--- config.mk ---
export PLATFORM = sky130hd
export DESIGN_NAME = bus_unstick
export DESIGN_NICKNAME = d
export VERILOG_FILES = /design/src/rtl/bus_unstick_pkg.sv /design/src/rtl/bus_unstick_sync.sv /design/src/rtl/bus_unstick_timer.sv /design/src/rtl/bus_unstick_fsm.sv /design/src/rtl/bus_unstick.sv
export SDC_FILE = /design/constraint.sdc
export NUM_CORES = 1
export LEC_CHECK = 0
export ABC_AREA = 1
export BUFFER_PORTS_ARGS = -buffer_cell sky130_fd_sc_hd__buf_2
export CAP_MARGIN = 30
export CORE_ASPECT_RATIO = 0.7
export CORE_UTILIZATION = 62
export CTS_CLUSTER_SIZE = 8
export DETAILED_ROUTE_END_ITERATION = 10
export PLACE_DENSITY = 0.83
export SYNTH_ARGS = -nofsm -noshare
export SYNTH_HDL_FRONTEND = slang
export SYNTH_SLANG_ARGS = --single-unit
--- constraint.sdc ---
create_clock -name clk -period 2.5 [get_ports clk]
set_input_delay 0.125 -clock clk [delete_from_list [all_inputs] [get_ports clk]]
set_output_delay 0.125 -clock clk [all_outputs]
set_load 0.1 [all_outputs]
--- src/rtl/bus_unstick_pkg.sv ---
package bus_unstick_pkg;

  typedef enum logic [2:0] {
    ST_IDLE   = 3'd0,
    ST_SETTLE = 3'd1,
    ST_CHECK  = 3'd2,
    ST_LOW    = 3'd3,
    ST_HIGH   = 3'd4,
    ST_DONE   = 3'd5
  } ru_state_t;

endpackage

--- src/rtl/bus_unstick_sync.sv ---
module bus_unstick_sync #(
  parameter int WIDTH  = 2,
  parameter int STAGES = 2
) (
  input  logic             clk,
  input  logic             rst,
  input  logic [WIDTH-1:0] d_i,
  output logic [WIDTH-1:0] q_o
);

  logic [WIDTH-1:0] chain [STAGES];

  generate
    for (genvar s = 0; s < STAGES; s++) begin : g_stage
      if (s == 0) begin : g_first
        always_ff @(posedge clk) begin
          if (rst) chain[s] <= '1;
          else     chain[s] <= d_i;
        end
      end else begin : g_next
        always_ff @(posedge clk) begin
          if (rst) chain[s] <= '1;
          else     chain[s] <= chain[s-1];
        end
      end
    end
  endgenerate

  assign q_o = chain[STAGES-1];

endmodule

--- src/rtl/bus_unstick_timer.sv ---
module bus_unstick_timer #(
  parameter int LIMIT = 10
) (
  input  logic clk,
  input  logic rst,
  input  logic clear_i,
  input  logic tick_i,
  output logic expired_o
);

  localparam int CW = $clog2(LIMIT + 1);
  localparam logic [CW-1:0] LIM = CW'(LIMIT);

  logic [CW-1:0] cnt;

  always_ff @(posedge clk) begin
    if (rst || clear_i)                cnt <= '0;
    else if (tick_i && (cnt != LIM))   cnt <= cnt + 1'b1;
  end

  assign expired_o = (cnt == LIM);

  p_cnt_bound_r3: assert property (@(posedge clk) disable iff (rst)
    cnt <= LIM);

endmodule

--- src/rtl/bus_unstick_fsm.sv ---
module bus_unstick_fsm
  import bus_unstick_pkg::*;
#(
  parameter int MAX_TRIES = 100
) (
  input  logic clk,
  input  logic rst,
  input  logic start_i,
  input  logic bus_free_i,
  input  logic settle_exp_i,
  input  logic half_exp_i,
  output logic timer_clr_o,
  output logic scl_oe_o,
  output logic xfer_rst_o,
  output logic busy_o,
  output logic done_o,
  output logic fail_o
);

  localparam int TW = $clog2(MAX_TRIES + 1);
  localparam logic [TW-1:0] TMAX = TW'(MAX_TRIES);

  ru_state_t     state, nxt;
  logic [TW-1:0] tries;

  always_comb begin
    nxt = state;
    unique case (state)
      ST_IDLE:   if (start_i)      nxt = ST_SETTLE;
      ST_SETTLE: if (settle_exp_i) nxt = ST_CHECK;
      ST_CHECK: begin
        if (bus_free_i || (tries == TMAX)) nxt = ST_DONE;
        else                                nxt = ST_LOW;
      end
      ST_LOW:    if (half_exp_i)   nxt = ST_HIGH;
      ST_HIGH:   if (half_exp_i)   nxt = ST_CHECK;
      ST_DONE:                     nxt = ST_IDLE;
      default:                     nxt = ST_IDLE;
    endcase
  end

  assign timer_clr_o = (nxt != state);

  always_ff @(posedge clk) begin
    if (rst) begin
      state      <= ST_IDLE;
      tries      <= '0;
      scl_oe_o   <= 1'b0;
      xfer_rst_o <= 1'b0;
      busy_o     <= 1'b0;
      done_o     <= 1'b0;
      fail_o     <= 1'b0;
    end else begin
      state      <= nxt;
      scl_oe_o   <= (nxt == ST_LOW);
      xfer_rst_o <= (nxt != ST_IDLE);
      busy_o     <= (nxt != ST_IDLE);
      done_o     <= (nxt == ST_DONE);
      if (state == ST_IDLE && start_i) begin
        tries  <= '0;
        fail_o <= 1'b0;
      end
      if (state == ST_LOW && nxt == ST_HIGH)
        tries <= tries + 1'b1;
      if (state == ST_CHECK && nxt == ST_DONE)
        fail_o <= !bus_free_i;
    end
  end

  // the pulse counter never passes the limit
  p_tries_bound_r4: assert property (@(posedge clk) disable iff (rst)
    tries <= TMAX);

  // a failed run has used every pulse
  p_fail_full_r4: assert property (@(posedge clk) disable iff (rst)
    (done_o && fail_o) |-> (tries == TMAX));

  // a successful finish follows an idle sample
  p_ok_idle_r1: assert property (@(posedge clk) disable iff (rst)
    (done_o && !fail_o) |-> $past(bus_free_i));

  // SCL is pulled only after a sample found the bus held
  p_pull_after_check_r3: assert property (@(posedge clk) disable iff (rst)
    $rose(scl_oe_o) |-> ($past(state) == ST_CHECK && !$past(bus_free_i)));

  // a start during a run leaves the pulse count alone
  p_no_restart_r9: assert property (@(posedge clk) disable iff (rst)
    (busy_o && start_i && state != ST_DONE && state != ST_LOW) |=> $stable(tries));

endmodule

--- src/rtl/bus_unstick.sv ---
module bus_unstick #(
  parameter int MAX_TRIES    = 100,
  parameter int HALF_TICKS   = 10,
  parameter int SETTLE_TICKS = 10,
  parameter int SYNC_STAGES  = 2
) (
  input  logic clk,
  input  logic rst,
  input  logic start_i,
  input  logic tick_i,
  input  logic scl_i,
  input  logic sda_i,
  output logic scl_oe_o,
  output logic sda_oe_o,
  output logic xfer_rst_o,
  output logic busy_o,
  output logic done_o,
  output logic fail_o
);

  logic [1:0] lines_s;
  logic       bus_free;
  logic       tmr_clr;
  logic       settle_exp;
  logic       half_exp;

  bus_unstick_sync #(.WIDTH(2), .STAGES(SYNC_STAGES)) u_sync (
    .clk (clk),
    .rst (rst),
    .d_i ({scl_i, sda_i}),
    .q_o (lines_s)
  );

  assign bus_free = lines_s[1] & lines_s[0];

  bus_unstick_timer #(.LIMIT(SETTLE_TICKS)) u_settle_tmr (
    .clk       (clk),
    .rst       (rst),
    .clear_i   (tmr_clr),
    .tick_i    (tick_i),
    .expired_o (settle_exp)
  );

  bus_unstick_timer #(.LIMIT(HALF_TICKS)) u_half_tmr (
    .clk       (clk),
    .rst       (rst),
    .clear_i   (tmr_clr),
    .tick_i    (tick_i),
    .expired_o (half_exp)
  );

  bus_unstick_fsm #(.MAX_TRIES(MAX_TRIES)) u_fsm (
    .clk          (clk),
    .rst          (rst),
    .start_i      (start_i),
    .bus_free_i   (bus_free),
    .settle_exp_i (settle_exp),
    .half_exp_i   (half_exp),
    .timer_clr_o  (tmr_clr),
    .scl_oe_o     (scl_oe_o),
    .xfer_rst_o   (xfer_rst_o),
    .busy_o       (busy_o),
    .done_o       (done_o),
    .fail_o       (fail_o)
  );

  assign sda_oe_o = 1'b0;

  // completion strobe lasts one cycle
  p_done_single_r7: assert property (@(posedge clk) disable iff (rst)
    done_o |=> !done_o);

  // engine reset falls right after completion
  p_rst_release_r6: assert property (@(posedge clk) disable iff (rst)
    done_o |=> !xfer_rst_o);

  // an accepted start puts the engine into reset
  p_rst_take_r6: assert property (@(posedge clk) disable iff (rst)
    (start_i && !busy_o) |=> xfer_rst_o);

  // no pull on SCL in the cycle after a start
  p_release_first_r2: assert property (@(posedge clk) disable iff (rst)
    (start_i && !busy_o) |=> !scl_oe_o);

endmodule

==> results.json <==
{
  "fmax_mhz": 636,
  "groute.usage.overall": 0.248,
  "holdBufCountCts": 2,
  "totalWireLength_um": 2630,
  "p_leak_nw": 0.682,
  "arrival_ns": 1.81,
  "cp-start-kind": "flip-flop",
  "ys.flop_type": "dfxtp_1",
  "min_path_type": "in -> reg",
  "grt_setup_unrepaired": "no",
  "num_io_pins": 12,
  "clkLatencyLatePin_ns": 0.33,
  "required_ns": 2.74,
  "hold_violations": 0,
  "antenna_found_initial": 0,
  "outcome": "finished, violations left",
  "power_density_nw_per_um2": 506,
  "antennaDiodeCount": 0,
  "synth_cell_types": 26,
  "p_int_mw": 0.537,
  "hpwl_um": 1920,
  "die_h_um": 40.9,
  "fin_crit_sh": 0.629,
  "finalPower_mw": 0.738,
  "ys_ff_latch": 26,
  "core_um2": 1950,
  "yosysSeqAreaShare": 0.388,
  "grt.overflow.total": 0,
  "synth_warnings": 0,
  "clkPwrFrac": 0.294,
  "grt_max_degree": 15,
  "clock_path_buffers": 2,
  "start_util": 0.688,
  "post_cts_resized": 0,
  "drc": 2,
  "fin_cells": 213,
  "grt_pass1_vias": 934,
  "area_growth_pct": 8.57,
  "synthCells": 178,
  "drv_slew": 0,
  "tns_ns": 0,
  "skew_ns": 0.0123,
  "port_buffers": 10,
  "swShare": 0.273,
  "vias": 1119,
  "clkSinkCount": 26,
  "cp_max_fo": 4,
  "viasPerCell": 5.25,
  "sequentialPowerShare": 0.585,
  "numCtsBuffers": 3,
  "cts_tree": "built",
  "finalSetupViolCount": 0,
  "p_comb_frac": 0.121,
  "violations": "DRC",
  "die_w_um": 57.6,
  "criticalPathCategory": "reg -> reg",
  "drt_pass1_iterations": 7,
  "std_cell_rows": 13,
  "h-tree-depth": 1,
  "synth_area_um2": 1340,
  "wl_per_cell_um": 12.3,
  "syn_area_per_cell_um2": 7.54,
  "max_cap_viol_count": 0,
  "die-area_um2": 2360,
  "clockRootBuffer": "clkbuf_4",
  "gp_congestion": 0.912,
  "dp_cells": 207,
  "min_period_ns": 1.57,
  "grt_pass1_wl_um": 4170,
  "synth-edff-count": 0,
  "final_nets": 204,
  "vdd_drop_max_mv": 0.487,
  "synthesis.nets": 190,
  "antenna_left": 0,
  "cts.reportedPaths.clkPinSlew_ns": 0.15,
  "layout-drive-gt1-share": 0.220,
  "power_switching_mw": 0.201,
  "post_cts_buffers": 0,
  "cp-end-kind": "flip-flop",
  "async_flop_share": 0,
  "drt-initial-drc-count": 85
}
power by group through the flow:
stage                     Combinational (mW)  Clock, mW  Sequential, mW
after floorplan                       0.0620          0           0.449
after global placement                0.0828          0           0.440
after detailed placement              0.0852          0           0.440
after CTS                             0.0885      0.213           0.431
after global routing                  0.0958      0.234           0.433
final                                 0.0892      0.217           0.432
worst max-delay path: stages (launching register included):
cell and delay [ns]:
dfxtp_1 0.37, inv_1 0.08, ha_1 0.19, nand3_2 0.16
nand2_1 0.17, o21ai_0 0.15, nor2_1 0.17, nand2_1 0.06
nand2_1 0.07, nand3_1 0.07
placed cells by master (no fill, tap or decap), drive strengths merged:
master,Yosys,routed
a21oi,8,8
buf,2,10
clkbuf,1,4
clkinv,1,1
conb,1,1
dfxtp,26,26
dlygate4sd3,0,2
ha,6,6
inv,28,28
nand2,38,38
nand3,11,11
nand3b,1,1
nand4,4,4
nor2,27,27
nor3,3,3
o211ai,1,1
o21ai,7,7
or2,6,6
xor2,7,7
synthesized netlist by cell type (all sizes together) (2+ instances only):
library cell | count | area, um2
nand2 | 38 | 153
inv | 28 | 105
nor2 | 27 | 158
dfxtp | 26 | 521
nand3 | 11 | 70.1
a21oi | 8 | 40.0
o21ai | 7 | 35.0
xor2 | 7 | 61.3
ha | 6 | 75.1
or2 | 6 | 37.5
nand4 | 4 | 25.0
nor3 | 3 | 20.0
buf | 2 | 15.0
stage by stage:
step,hold WS [ns],setup slack (ns),util,cell area (um2)
floorplan,0.229,1.02,-,1340
global placement,0.310,1.02,0.718,1400
detailed placement,0.314,0.963,0.718,1400
CTS,0.103,0.931,0.747,1460
global route,0.105,0.794,0.747,1460
finish,0.102,0.928,0.747,1460
per-layer routing:
layer  GRT usage  wire length [um]
met2       0.413              1150
met3      0.0662               205
met1       0.327              1250
met5           0                 0
met4      0.0610                13
cell type report:
cell class              instances  area [um2]
multi-input cells             120         693
well taps                      22        27.5
repair buffers                 12        70.1
clock buffers                   4        36.3
flip-flops and latches         26         520
fillers                       148         494
inverters                      29         110
registers in the layout, summed over array words and instances, names as in the netlist:
register / flops
u_fsm.done_o: 1
u_fsm.xfer_rst_o: 1
u_fsm.fail_o: 1
u_sync.chain: 4
u_fsm.scl_oe_o: 1
u_half_tmr.cnt: 4
u_fsm.state: 3
u_settle_tmr.cnt: 4
u_fsm.tries: 7
path summary, 6_finish.rpt:
path                      startpoint                  to  slack, ns  cells after the start
setup / recovery   u_half_tmr.cnt[0]    u_fsm.xfer_rst_o       0.93                      9
hold / removal                   rst      u_fsm.tries[2]       0.10                      2
setup reg to reg   u_half_tmr.cnt[0]    u_fsm.xfer_rst_o       0.93                      9
hold reg to reg   u_sync.chain[0][0]  u_sync.chain[1][0]       0.44                      1
cell families after synthesis:
logic type	share of synthesized area
AND/OR/NAND/NOR	0.350
buffers and inverters	0.0960
flip-flops	0.388
AO/OA/AOI/OAI	0.0615
XOR/XNOR	0.0457
adder cells (fa/ha/maj)	0.0559
other	0.00279
No activity file was read; power rests on OpenSTA's default activity.
